[config.mk]
export PLATFORM = sky130hd
export DESIGN_NAME = pwm8_top
export DESIGN_NICKNAME = d
export VERILOG_FILES = /design/src/rtl/pwm8_pkg.sv /design/src/rtl/pwm8_clkgen.sv /design/src/rtl/pwm8_lane.sv /design/src/rtl/pwm8_pair.sv /design/src/rtl/pwm8_top.sv
export SDC_FILE = /design/constraint.sdc
export NUM_CORES = 2
export LEC_CHECK = 0
export BUFFER_PORTS_ARGS = -buffer_cell sky130_fd_sc_hd__buf_2
export CAP_MARGIN = 20
export CORE_UTILIZATION = 60
export CTS_BUF_LIST = sky130_fd_sc_hd__clkbuf_8
export DETAILED_ROUTE_END_ITERATION = 10
export PLACE_DENSITY = 0.72
export SYNTH_ARGS = -nofsm -noshare
export SYNTH_HDL_FRONTEND = slang
export SYNTH_SLANG_ARGS = --single-unit
export TNS_END_PERCENT = 10
[constraint.sdc]
create_clock -name clk -period 6.7 [get_ports clk]
set_clock_uncertainty 0.15 [all_clocks]
set_input_delay 0.335 -clock clk [delete_from_list [all_inputs] [get_ports clk]]
set_output_delay 0.335 -clock clk [all_outputs]
set_load 0.05 [all_outputs]
[src/rtl/pwm8_pkg.sv]
package pwm8_pkg;
   typedef enum logic [1:0] {SRC_A = 2'd0, SRC_SA = 2'd1, SRC_B = 2'd2, SRC_SB = 2'd3} clk_src_e;
   localparam logic [4:0] A_ENABLE  = 5'h00;
   localparam logic [4:0] A_POLAR   = 5'h01;
   localparam logic [4:0] A_ALIGN   = 5'h02;
   localparam logic [4:0] A_JOIN    = 5'h03;
   localparam logic [4:0] A_CSEL    = 5'h04;
   localparam logic [4:0] A_DIVA    = 5'h06;
   localparam logic [4:0] A_DIVB    = 5'h07;
   localparam logic [4:0] A_SCLA    = 5'h08;
   localparam logic [4:0] A_SCLB    = 5'h09;
   localparam logic [4:0] A_STOP    = 5'h0A;
   localparam logic [4:0] A_PERIOD  = 5'h10;
   localparam logic [4:0] A_DUTY    = 5'h18;
endpackage

[src/rtl/pwm8_clkgen.sv]
module pwm8_clkgen #(
   parameter int PRE_W = 3,
   parameter int SCL_W = 8
) (
   input  logic             clk,
   input  logic             rst_n,
   input  logic [PRE_W-1:0] div_a,
   input  logic [PRE_W-1:0] div_b,
   input  logic [SCL_W-1:0] scl_a,
   input  logic [SCL_W-1:0] scl_b,
   output logic [3:0]       ticks
);
   localparam int FW = (1 << PRE_W) - 1;
   localparam int SW = SCL_W + 1;

   logic [FW-1:0] free_q;
   logic [FW-1:0] mask_a, mask_b;
   logic          tick_a, tick_b;
   logic [SW-1:0] sa_q, sb_q;
   logic [SW:0]   full_a, full_b, lim_a, lim_b;

   assign mask_a = ~({FW{1'b1}} << div_a);
   assign mask_b = ~({FW{1'b1}} << div_b);
   assign tick_a = (free_q & mask_a) == mask_a;
   assign tick_b = (free_q & mask_b) == mask_b;

   assign full_a = (scl_a == '0) ? (SW+1)'(1 << SCL_W) : (SW+1)'(scl_a);
   assign full_b = (scl_b == '0) ? (SW+1)'(1 << SCL_W) : (SW+1)'(scl_b);
   assign lim_a  = (full_a << 1) - 1'b1;
   assign lim_b  = (full_b << 1) - 1'b1;

   always_ff @(posedge clk or negedge rst_n) begin
      if (!rst_n) begin
         free_q <= '0;
         sa_q   <= '0;
         sb_q   <= '0;
      end else begin
         free_q <= free_q + 1'b1;
         if (tick_a) sa_q <= ({1'b0, sa_q} >= lim_a) ? '0 : sa_q + 1'b1;
         if (tick_b) sb_q <= ({1'b0, sb_q} >= lim_b) ? '0 : sb_q + 1'b1;
      end
   end

   assign ticks[0] = tick_a;
   assign ticks[1] = tick_a && ({1'b0, sa_q} >= lim_a);
   assign ticks[2] = tick_b;
   assign ticks[3] = tick_b && ({1'b0, sb_q} >= lim_b);
endmodule

[src/rtl/pwm8_lane.sv]
module pwm8_lane #(
   parameter int W = 8
) (
   input  logic         clk,
   input  logic         rst_n,
   input  logic         en,
   input  logic         tick,
   input  logic         center_h,
   input  logic [W-1:0] per_h,
   input  logic [W-1:0] duty_h,
   output logic [W-1:0] cnt_o,
   output logic         act_o
);
   logic [W-1:0] cnt, nxt, per_a, duty_a;
   logic         down, nxt_dn, ctr_a;

   always_comb begin
      nxt    = cnt + 1'b1;
      nxt_dn = 1'b0;
      if (!ctr_a) begin
         if (per_a == '0 || cnt >= per_a - 1'b1) nxt = '0;
      end else if (!down) begin
         if (cnt >= per_a) begin
            if (cnt <= W'(1)) nxt = '0;
            else begin
               nxt    = cnt - 1'b1;
               nxt_dn = 1'b1;
            end
         end
      end else begin
         nxt    = cnt - 1'b1;
         nxt_dn = cnt > W'(1);
      end
   end

   always_ff @(posedge clk or negedge rst_n) begin
      if (!rst_n) begin
         cnt    <= '0;
         down   <= 1'b0;
         per_a  <= '0;
         duty_a <= '0;
         ctr_a  <= 1'b0;
      end else if (!en) begin
         cnt    <= '0;
         down   <= 1'b0;
         per_a  <= per_h;
         duty_a <= duty_h;
         ctr_a  <= center_h;
      end else if (tick) begin
         cnt  <= nxt;
         down <= nxt_dn;
         if (nxt == '0) begin
            per_a  <= per_h;
            duty_a <= duty_h;
            ctr_a  <= center_h;
         end
      end
   end

   assign cnt_o = cnt;
   assign act_o = en && ((cnt < duty_a) || (duty_a != '0 && duty_a >= per_a));


   left_range_chk: assert property (@(posedge clk) disable iff (!rst_n)
      (en && !ctr_a && per_a != '0) |-> (cnt < per_a));

   center_range_chk: assert property (@(posedge clk) disable iff (!rst_n)
      (en && ctr_a) |-> (cnt <= per_a));

   shadow_load_chk: assert property (@(posedge clk) disable iff (!rst_n)
      (en && $past(en) && (per_a != $past(per_a) || duty_a != $past(duty_a))) |-> (cnt == '0));
endmodule

[src/rtl/pwm8_pair.sv]
module pwm8_pair #(
   parameter int W      = 8,
   parameter bit CAT_EN = 1'b1
) (
   input  logic         clk,
   input  logic         rst_n,
   input  logic [1:0]   en,
   input  logic [1:0]   tick,
   input  logic [1:0]   center,
   input  logic         join_q,
   input  logic [W-1:0] per_lo,
   input  logic [W-1:0] per_hi,
   input  logic [W-1:0] duty_lo,
   input  logic [W-1:0] duty_hi,
   output logic [1:0]   act_o,
   output logic [W-1:0] cnt_lo_o,
   output logic [W-1:0] cnt_hi_o
);
   logic         cat;
   logic         act_lo, act_hi, act_w;
   logic [W-1:0] cnt_lo, cnt_hi;
   logic [2*W-1:0] cnt_w;

   pwm8_lane #(.W(W)) u_lo (.clk(clk), .rst_n(rst_n), .en(en[0] && !cat), .tick(tick[0]),
      .center_h(center[0]), .per_h(per_lo), .duty_h(duty_lo), .cnt_o(cnt_lo), .act_o(act_lo));
   pwm8_lane #(.W(W)) u_hi (.clk(clk), .rst_n(rst_n), .en(en[1] && !cat), .tick(tick[1]),
      .center_h(center[1]), .per_h(per_hi), .duty_h(duty_hi), .cnt_o(cnt_hi), .act_o(act_hi));

   generate
      if (CAT_EN) begin : g_wide
         assign cat = join_q;
         pwm8_lane #(.W(2*W)) u_wide (.clk(clk), .rst_n(rst_n), .en(en[1] && cat), .tick(tick[1]),
            .center_h(center[1]), .per_h({per_hi, per_lo}), .duty_h({duty_hi, duty_lo}),
            .cnt_o(cnt_w), .act_o(act_w));
      end else begin : g_narrow
         logic unused_join;
         assign unused_join = join_q;
         assign cat   = 1'b0;
         assign cnt_w = '0;
         assign act_w = 1'b0;
      end
   endgenerate

   assign act_o[0] = cat ? 1'b0  : act_lo;
   assign act_o[1] = cat ? act_w : act_hi;
   assign cnt_lo_o = cat ? cnt_w[W-1:0]   : cnt_lo;
   assign cnt_hi_o = cat ? cnt_w[2*W-1:W] : cnt_hi;
endmodule

[src/rtl/pwm8_top.sv]
module pwm8_top
   import pwm8_pkg::*;
#(
   parameter int NCH    = 8,
   parameter int CW     = 8,
   parameter int PRE_W  = 3,
   parameter int SCL_W  = 8,
   parameter bit CAT_EN = 1'b1
) (
   input  logic                   clk,
   input  logic                   rst_n,
   input  logic                   wr_en,
   input  logic [4:0]             wr_addr,
   input  logic [7:0]             wr_data,
   input  logic [$clog2(NCH)-1:0] rd_sel,
   output logic [CW-1:0]          rd_data,
   input  logic                   shut_in,
   output logic [NCH-1:0]         pwm_out,
   output logic                   shut_flag
);
   localparam int NP = NCH / 2;

   generate
      if (NCH % 2 != 0 || NCH < 2 || NCH > 8) begin : g_bad_nch
         $error("pwm8_top: NCH must be even and between 2 and 8");
      end
      if (CW < 2 || PRE_W < 1 || PRE_W > 4 || SCL_W < 1 || SCL_W > 8) begin : g_bad_w
         $error("pwm8_top: width parameter out of range");
      end
   endgenerate

   logic [NCH-1:0]   en_q, pol_q, ctr_q, act, en_eff, tick_ch, pin_q;
   logic [NP-1:0]    join_q;
   clk_src_e         csel_q [NCH];
   logic [PRE_W-1:0] div_a_q, div_b_q;
   logic [SCL_W-1:0] scl_a_q, scl_b_q;
   logic [CW-1:0]    per_q [NCH];
   logic [CW-1:0]    duty_q [NCH];
   logic [CW-1:0]    cnt_rd [NCH];
   logic [3:0]       ticks;
   logic             sd_en_q, sd_lvl_q, flag_q, sd_trip, sd_force;

   assign sd_trip  = sd_en_q && shut_in;
   assign sd_force = flag_q || sd_trip;

   always_ff @(posedge clk or negedge rst_n) begin
      if (!rst_n) begin
         en_q <= '0; pol_q <= '0; ctr_q <= '0; join_q <= '0;
         div_a_q <= '0; div_b_q <= '0; scl_a_q <= '0; scl_b_q <= '0;
         sd_en_q <= 1'b0; sd_lvl_q <= 1'b0; flag_q <= 1'b0;
         for (int i = 0; i < NCH; i++) begin
            csel_q[i] <= SRC_A;
            per_q[i]  <= '0;
            duty_q[i] <= '0;
         end
      end else begin
         if (sd_trip) flag_q <= 1'b1;
         else if (wr_en && wr_addr == A_STOP && wr_data[7]) flag_q <= 1'b0;
         if (wr_en) begin
            case (wr_addr)
               A_ENABLE: en_q    <= wr_data[NCH-1:0];
               A_POLAR:  pol_q   <= wr_data[NCH-1:0];
               A_ALIGN:  ctr_q   <= wr_data[NCH-1:0];
               A_JOIN:   join_q  <= wr_data[NP-1:0];
               A_DIVA:   div_a_q <= wr_data[PRE_W-1:0];
               A_DIVB:   div_b_q <= wr_data[PRE_W-1:0];
               A_SCLA:   scl_a_q <= wr_data[SCL_W-1:0];
               A_SCLB:   scl_b_q <= wr_data[SCL_W-1:0];
               A_STOP: begin
                  sd_en_q  <= wr_data[0];
                  sd_lvl_q <= wr_data[1];
               end
               default: ;
            endcase
            for (int i = 0; i < NCH; i++) begin
               if (wr_addr == A_CSEL + 5'(i / 4)) csel_q[i] <= clk_src_e'(wr_data[2*(i%4) +: 2]);
               if (wr_addr == A_PERIOD + 5'(i))   per_q[i]  <= wr_data[CW-1:0];
               if (wr_addr == A_DUTY + 5'(i))     duty_q[i] <= wr_data[CW-1:0];
            end
         end
      end
   end

   pwm8_clkgen #(.PRE_W(PRE_W), .SCL_W(SCL_W)) u_clk (.clk(clk), .rst_n(rst_n),
      .div_a(div_a_q), .div_b(div_b_q), .scl_a(scl_a_q), .scl_b(scl_b_q), .ticks(ticks));

   always_comb begin
      for (int i = 0; i < NCH; i++) tick_ch[i] = ticks[csel_q[i]];
   end

   genvar k;
   generate
      for (k = 0; k < NP; k++) begin : g_pair
         pwm8_pair #(.W(CW), .CAT_EN(CAT_EN)) u_pair (.clk(clk), .rst_n(rst_n),
            .en(en_q[2*k +: 2]), .tick(tick_ch[2*k +: 2]), .center(ctr_q[2*k +: 2]),
            .join_q(join_q[k]), .per_lo(per_q[2*k]), .per_hi(per_q[2*k+1]),
            .duty_lo(duty_q[2*k]), .duty_hi(duty_q[2*k+1]), .act_o(act[2*k +: 2]),
            .cnt_lo_o(cnt_rd[2*k]), .cnt_hi_o(cnt_rd[2*k+1]));
         assign en_eff[2*k]   = en_q[2*k] && !(CAT_EN && join_q[k]);
         assign en_eff[2*k+1] = en_q[2*k+1];
      end
   endgenerate

   always_ff @(posedge clk or negedge rst_n) begin
      if (!rst_n) pin_q <= '0;
      else begin
         for (int i = 0; i < NCH; i++)
            pin_q[i] <= (sd_force && en_eff[i]) ? sd_lvl_q : (act[i] ^ pol_q[i]);
      end
   end

   assign pwm_out   = pin_q;
   assign shut_flag = flag_q;
   assign rd_data   = cnt_rd[rd_sel];


   shut_latch_chk: assert property (@(posedge clk) disable iff (!rst_n)
      (sd_en_q && shut_in) |=> shut_flag);

   generate
      for (k = 0; k < NCH; k++) begin : g_force_chk

         shut_force_chk: assert property (@(posedge clk) disable iff (!rst_n)
            $past(sd_force && en_eff[k]) |-> (pwm_out[k] == $past(sd_lvl_q)));
      end
   endgenerate
endmodule

==> impl_metrics.prom <==
# TYPE chip_impl_metric gauge
chip_impl_metric{name="fp.dieH",unit="µm"} 282.1
chip_impl_metric{name="power.clock.fraction",unit=""} 0.244
chip_impl_metric{name="relative_slew_slack",unit=""} 0.2352
chip_impl_metric{name="yosys.area.top_type_share",unit=""} 0.3391
chip_impl_metric{name="htreeDepth",unit=""} 3
chip_impl_metric{name="boundaryPins",unit=""} 37
chip_impl_metric{name="total_net_switching_power",unit="mW"} 6.253
chip_impl_metric{name="netlist-cell-type-count",unit=""} 94
chip_impl_metric{name="rows",unit=""} 102
chip_impl_metric{name="antenna_violations_before_repair",unit=""} 11
chip_impl_info{name="status",value="completed"} 1
chip_impl_metric{name="fin_crit",unit="ns"} 6.108
chip_impl_metric{name="synth-seq-cells",unit=""} 638
chip_impl_metric{name="wire_length_of_the_first_global_routing_pass",unit="mm"} 203.4
chip_impl_metric{name="gpl.final_weighted_congestion",unit=""} 0.9169
chip_impl_metric{name="p_leak",unit="nW"} 23.95
chip_impl_metric{name="report.power.total",unit="mW"} 16.04
chip_impl_metric{name="synth-seq-area-share",unit=""} 0.3391
chip_impl_metric{name="fmax",unit="MHz"} 163.7
chip_impl_metric{name="cellPowerDensity",unit="nW/µm²"} 316.4
chip_impl_info{name="endpoint_of_the_worst_register_to_register_path",value="g_pair[1].u_pair.g_wide.u_wide.duty_a[11]"} 1
chip_impl_metric{name="dr.pass1.iters",unit=""} 8
chip_impl_metric{name="area.growth.synth_to_final",unit="%"} 7.716
chip_impl_metric{name="design.core.area",unit="µm²"} 77590
chip_impl_metric{name="drv_cap",unit=""} 0
chip_impl_metric{name="dieArea",unit="µm²"} 79580
chip_impl_metric{name="tns",unit="ns"} 0
chip_impl_metric{name="first_iter_violations",unit=""} 3458
chip_impl_info{name="r2r-start",value="g_pair[1].u_pair.g_wide.u_wide.per_a[0]"} 1
chip_impl_metric{name="via_count_of_the_first_global_routing_pass",unit=""} 36206
chip_impl_metric{name="combPwrFrac",unit=""} 0.405
chip_impl_metric{name="cts_sinks",unit=""} 638
chip_impl_metric{name="r2r_slack",unit="ns"} 0.59
chip_impl_info{name="most-common-layout-cells",value="dfrtp_1 (638), ha_1 (577), mux2_2 (404), inv_1 (369), nand2_1 (316)"} 1
chip_impl_info{name="clk_root_buf",value="clkbuf_8"} 1
chip_impl_metric{name="synthArstFlopShare",unit=""} 1.000
chip_impl_metric{name="fin_hold_ws",unit="ns"} 0.05319
chip_impl_info{name="crit_path_start_kind",value="flip-flop"} 1
chip_impl_metric{name="number_of_vias_in_the_routed_layout",unit=""} 37761
chip_impl_metric{name="utilization",unit=""} 0.6535
chip_impl_metric{name="clkSlewWorstSetupHoldPaths",unit="ns"} 0.07
chip_impl_metric{name="min_period_over_period",unit=""} 0.9116
chip_impl_metric{name="synth_edf_count",unit=""} 0
chip_impl_metric{name="vias_per_cell",unit=""} 6.339
chip_impl_metric{name="yosys-mux-area-fraction",unit=""} 0.1415
chip_impl_info{name="cts_tree",value="built"} 1
chip_impl_info{name="unrepaired_setup_endpoints_after_global_routing",value="false"} 1
chip_impl_info{name="hp-class",value="primary input to asynchronous set/reset pin"} 1
chip_impl_metric{name="layout-drive-gt1-share",unit=""} 0.1565
chip_impl_metric{name="cts_inserted_buffers",unit=""} 110
chip_impl_metric{name="globalRoute.totalOverflow",unit=""} 0
chip_impl_metric{name="dpl.hpwl",unit="mm"} 90.26
chip_impl_metric{name="report.final.slew_viol_count",unit=""} 0
chip_impl_metric{name="synth.avg_cell_area",unit="µm²"} 9.746
chip_impl_metric{name="setup_viol_count_final",unit=""} 0
chip_impl_metric{name="critPathMaxFanout",unit=""} 19
chip_impl_metric{name="seq_power_share",unit=""} 0.351
chip_impl_info{name="most_common_cell_after_layout_fill_and_taps_aside",value="dfrtp_1"} 1
chip_impl_metric{name="hold_viol_final",unit=""} 0
chip_impl_metric{name="yosys.area_share.xor_xnor",unit=""} 0.03293
chip_impl_metric{name="syn_nets",unit=""} 5427
chip_impl_info{name="synth_top_cells_by_area",value="dfrtp_1 (34%), ha_1 (15%), mux2_2 (9.7%)"} 1
chip_impl_metric{name="grt_start_max_net_pins",unit=""} 140
chip_impl_metric{name="synth_compound_gate_area_share",unit=""} 0.1522
chip_impl_metric{name="ant_nets",unit=""} 0
chip_impl_metric{name="final_area",unit="µm²"} 50710
chip_impl_metric{name="clk_latency",unit="ns"} 0.74
chip_impl_metric{name="power.internal",unit="mW"} 9.791
chip_impl_info{name="synth_ff_type",value="dfrtp_1"} 1
chip_impl_metric{name="wire_per_inst",unit="µm"} 21.43
chip_impl_metric{name="reg2reg_depth",unit=""} 20
chip_impl_metric{name="yosys_warnings",unit=""} 0
chip_impl_metric{name="power.switching_fraction",unit=""} 0.3897
chip_impl_metric{name="port_buffers",unit=""} 36
chip_impl_metric{name="cell_area_after_synthesis",unit="µm²"} 47080
chip_impl_metric{name="cp.arrival",unit="ns"} 6.56
chip_impl_metric{name="final_net_count",unit=""} 5422
chip_impl_metric{name="cts.repair.resized",unit=""} 0
chip_impl_metric{name="drc_errors",unit=""} 0
chip_impl_metric{name="cts.path.max_buffers",unit=""} 3
chip_impl_metric{name="timing_worst_slew_pin_value",unit="ns"} 1.133
chip_impl_metric{name="initial_utilization",unit=""} 0.6067
chip_impl_metric{name="yosys.area_share.adder",unit=""} 0.1534
chip_impl_metric{name="netlist_instances",unit=""} 4830
chip_impl_metric{name="combined_global_route_utilization_of_all_metal_layers",unit=""} 0.3239
chip_impl_metric{name="fp.dieW",unit="µm"} 282.1
chip_impl_metric{name="peakVddDrop",unit="µV"} 270.8
chip_impl_metric{name="cp_data_required_time",unit="ns"} 7.15
chip_impl_metric{name="post_synth_and_or_nand_nor_area_fraction",unit=""} 0.1353
chip_impl_info{name="crit_path_end_kind",value="flip-flop"} 1
chip_impl_metric{name="post_dp_cell_area",unit="µm²"} 48200
chip_impl_info{name="yosysTopAreaCell",value="dfrtp_1"} 1
chip_impl_info{name="synth_top_family_by_area",value="adder cells"} 1
chip_impl_info{name="setup.worst_path.class",value="flip-flop to flip-flop"} 1
chip_impl_metric{name="drt-total-wl",unit="mm"} 127.6
==> cells by family after synthesis <==
kind of cell,Yosys count
AOI/OAI and AO/OA,1060
xor gates and xnor gates,177
adders and majority gates,577
buffers and inverters,550
DFF,638
muxes,556
and+or+nand+nor,1272
==> per-stage QoR <==
step / instances / setup WS [ns]
finish: 5957 / 0.5923
global route: 5956 / 0.1859
CTS: 5949 / 0.6723
detailed placement: 5746 / 0.7066
global placement: 5743 / 0.8652
floorplan: 4830 / 1.554
==> critical path: stages (launching register included) <==
cell       delay [ns]
dfrtp_1          0.42
inv_1            0.11
ha_1             0.19
nor3b_1          0.29
and3_1           0.29
nand2_1          0.13
nor4_1           0.36
xnor2_1          0.15
ha_1             0.30
o2111ai_1        0.14
or4_1            0.52
o211ai_1         0.41
a21boi_1         0.69
buf_4            0.28
o221ai_1         0.14
o21a_1           0.19
nor2_1           0.10
and4_1           0.24
a31oi_4          0.29
buf_16           0.28
mux2_2           0.28
==> worst max path at each step <==
stage | slack, ns | cells past startpoint | startpoint | end
global placement | 0.87 | 19 | g_pair[3].u_pair.g_wide.u_wide.per_a[0] | g_pair[3].u_pair.g_wide.u_wide.duty_a[15]
detailed placement | 0.71 | 19 | g_pair[3].u_pair.g_wide.u_wide.per_a[0] | g_pair[3].u_pair.g_wide.u_wide.per_a[13]
finish | 0.59 | 20 | g_pair[1].u_pair.g_wide.u_wide.per_a[0] | g_pair[1].u_pair.g_wide.u_wide.duty_a[11]
floorplan | 1.55 | 20 | g_pair[3].u_pair.g_wide.u_wide.per_a[0] | g_pair[3].u_pair.g_wide.u_wide.ctr_a
global route | 0.19 | 19 | g_pair[1].u_pair.g_wide.u_wide.per_a[1] | g_pair[1].u_pair.g_wide.u_wide.duty_a[13]
CTS | 0.67 | 20 | g_pair[1].u_pair.g_wide.u_wide.per_a[0] | g_pair[1].u_pair.g_wide.u_wide.duty_a[11]
==> flip-flops by register name, summed over array words and instances (netlist names), 7 cells and up <==
| name | flops |
|---|---|
| pol_q | 8 |
| g_pair.u_pair.g_wide.u_wide.duty_a | 64 |
| en_q | 8 |
| pwm_out | 8 |
| g_pair.u_pair.g_wide.u_wide.cnt_o | 64 |
| ctr_q | 8 |
| g_pair.u_pair.u_lo.cnt_o | 32 |
| u_clk.sb_q | 9 |
| g_pair.u_pair.u_lo.per_a | 32 |
| g_pair.u_pair.u_hi.cnt_o | 32 |
| g_pair.u_pair.u_hi.per_a | 32 |
| u_clk.sa_q | 9 |
| u_clk.free_q | 7 |
| g_pair.u_pair.u_hi.duty_a | 32 |
| csel_q | 16 |
| per_q | 64 |
| scl_b_q | 8 |
| g_pair.u_pair.u_lo.duty_a | 32 |
| g_pair.u_pair.g_wide.u_wide.per_a | 64 |
| duty_q | 64 |
| scl_a_q | 8 |
==> cells in the mapped netlist, types with 16 or more instances <==
| cell | number |
|---|---|
| inv_1 | 342 |
| nand4_1 | 56 |
| a22oi_1 | 27 |
| clkbuf_1 | 162 |
| nor4_1 | 72 |
| and4_1 | 23 |
| a221oi_1 | 33 |
| o22ai_1 | 24 |
| nand2_1 | 316 |
| and2_1 | 22 |
| nand3_1 | 97 |
| a31oi_1 | 32 |
| nand2b_1 | 87 |
| mux4_2 | 31 |
| a2111oi_0 | 17 |
| mux2_4 | 30 |
| xnor2_1 | 146 |
| o21ai_0 | 173 |
| mux2_2 | 404 |
| and3_1 | 53 |
| o211ai_1 | 29 |
| o221ai_1 | 16 |
| buf_1 | 20 |
| a211oi_1 | 53 |
| nor3_1 | 129 |
| a21o_1 | 148 |
| mux2_1 | 41 |
| mux2i_1 | 50 |
| a22o_1 | 18 |
| o21a_1 | 40 |
| nor2_1 | 277 |
| or3_1 | 28 |
| dfrtp_1 | 638 |
| ha_1 | 577 |
| xor2_1 | 31 |
| o31ai_1 | 22 |
| a21oi_1 | 257 |
| nor2b_1 | 41 |
| or2_2 | 16 |
==> final cells by class <==
class                           count  area, µm²
Antenna cell                        4      10.01
Multi-Input combinational cell   3642      29020
Clock buffer                      139       1913
Fill cell                        6410      26890
Clock inverter                     61      513.0
Tap cell                         1040       1301
Inverter                          342       1284
Sequential cell                   638      15970
Timing Repair Buffer               91      700.7
==> routing by layer <==
layer / GRT usage / routed length, µm
met5: 0 / 40
met4: 0.1297 / 4898
met3: 0.04361 / 7361
met2: 0.5028 / 57020
met1: 0.4571 / 58310
==> power by group through the flow <==
stage | clock network [mW] | registers (mW) | logic, mW
finish | 3.91 | 5.64 | 6.50
global route | 4.14 | 5.75 | 7.30
CTS | 3.97 | 5.62 | 6.46
detailed placement | 0 | 5.68 | 6.41
global placement | 0 | 5.65 | 6.22
floorplan | 0 | 5.30 | 5.03
==> timing repair <==
item	CTS	global route
hold endpoints to repair	87	0
hold buffers	3	0
setup buffers	0	0
Note: power is estimated with default switching activity, not from simulation.
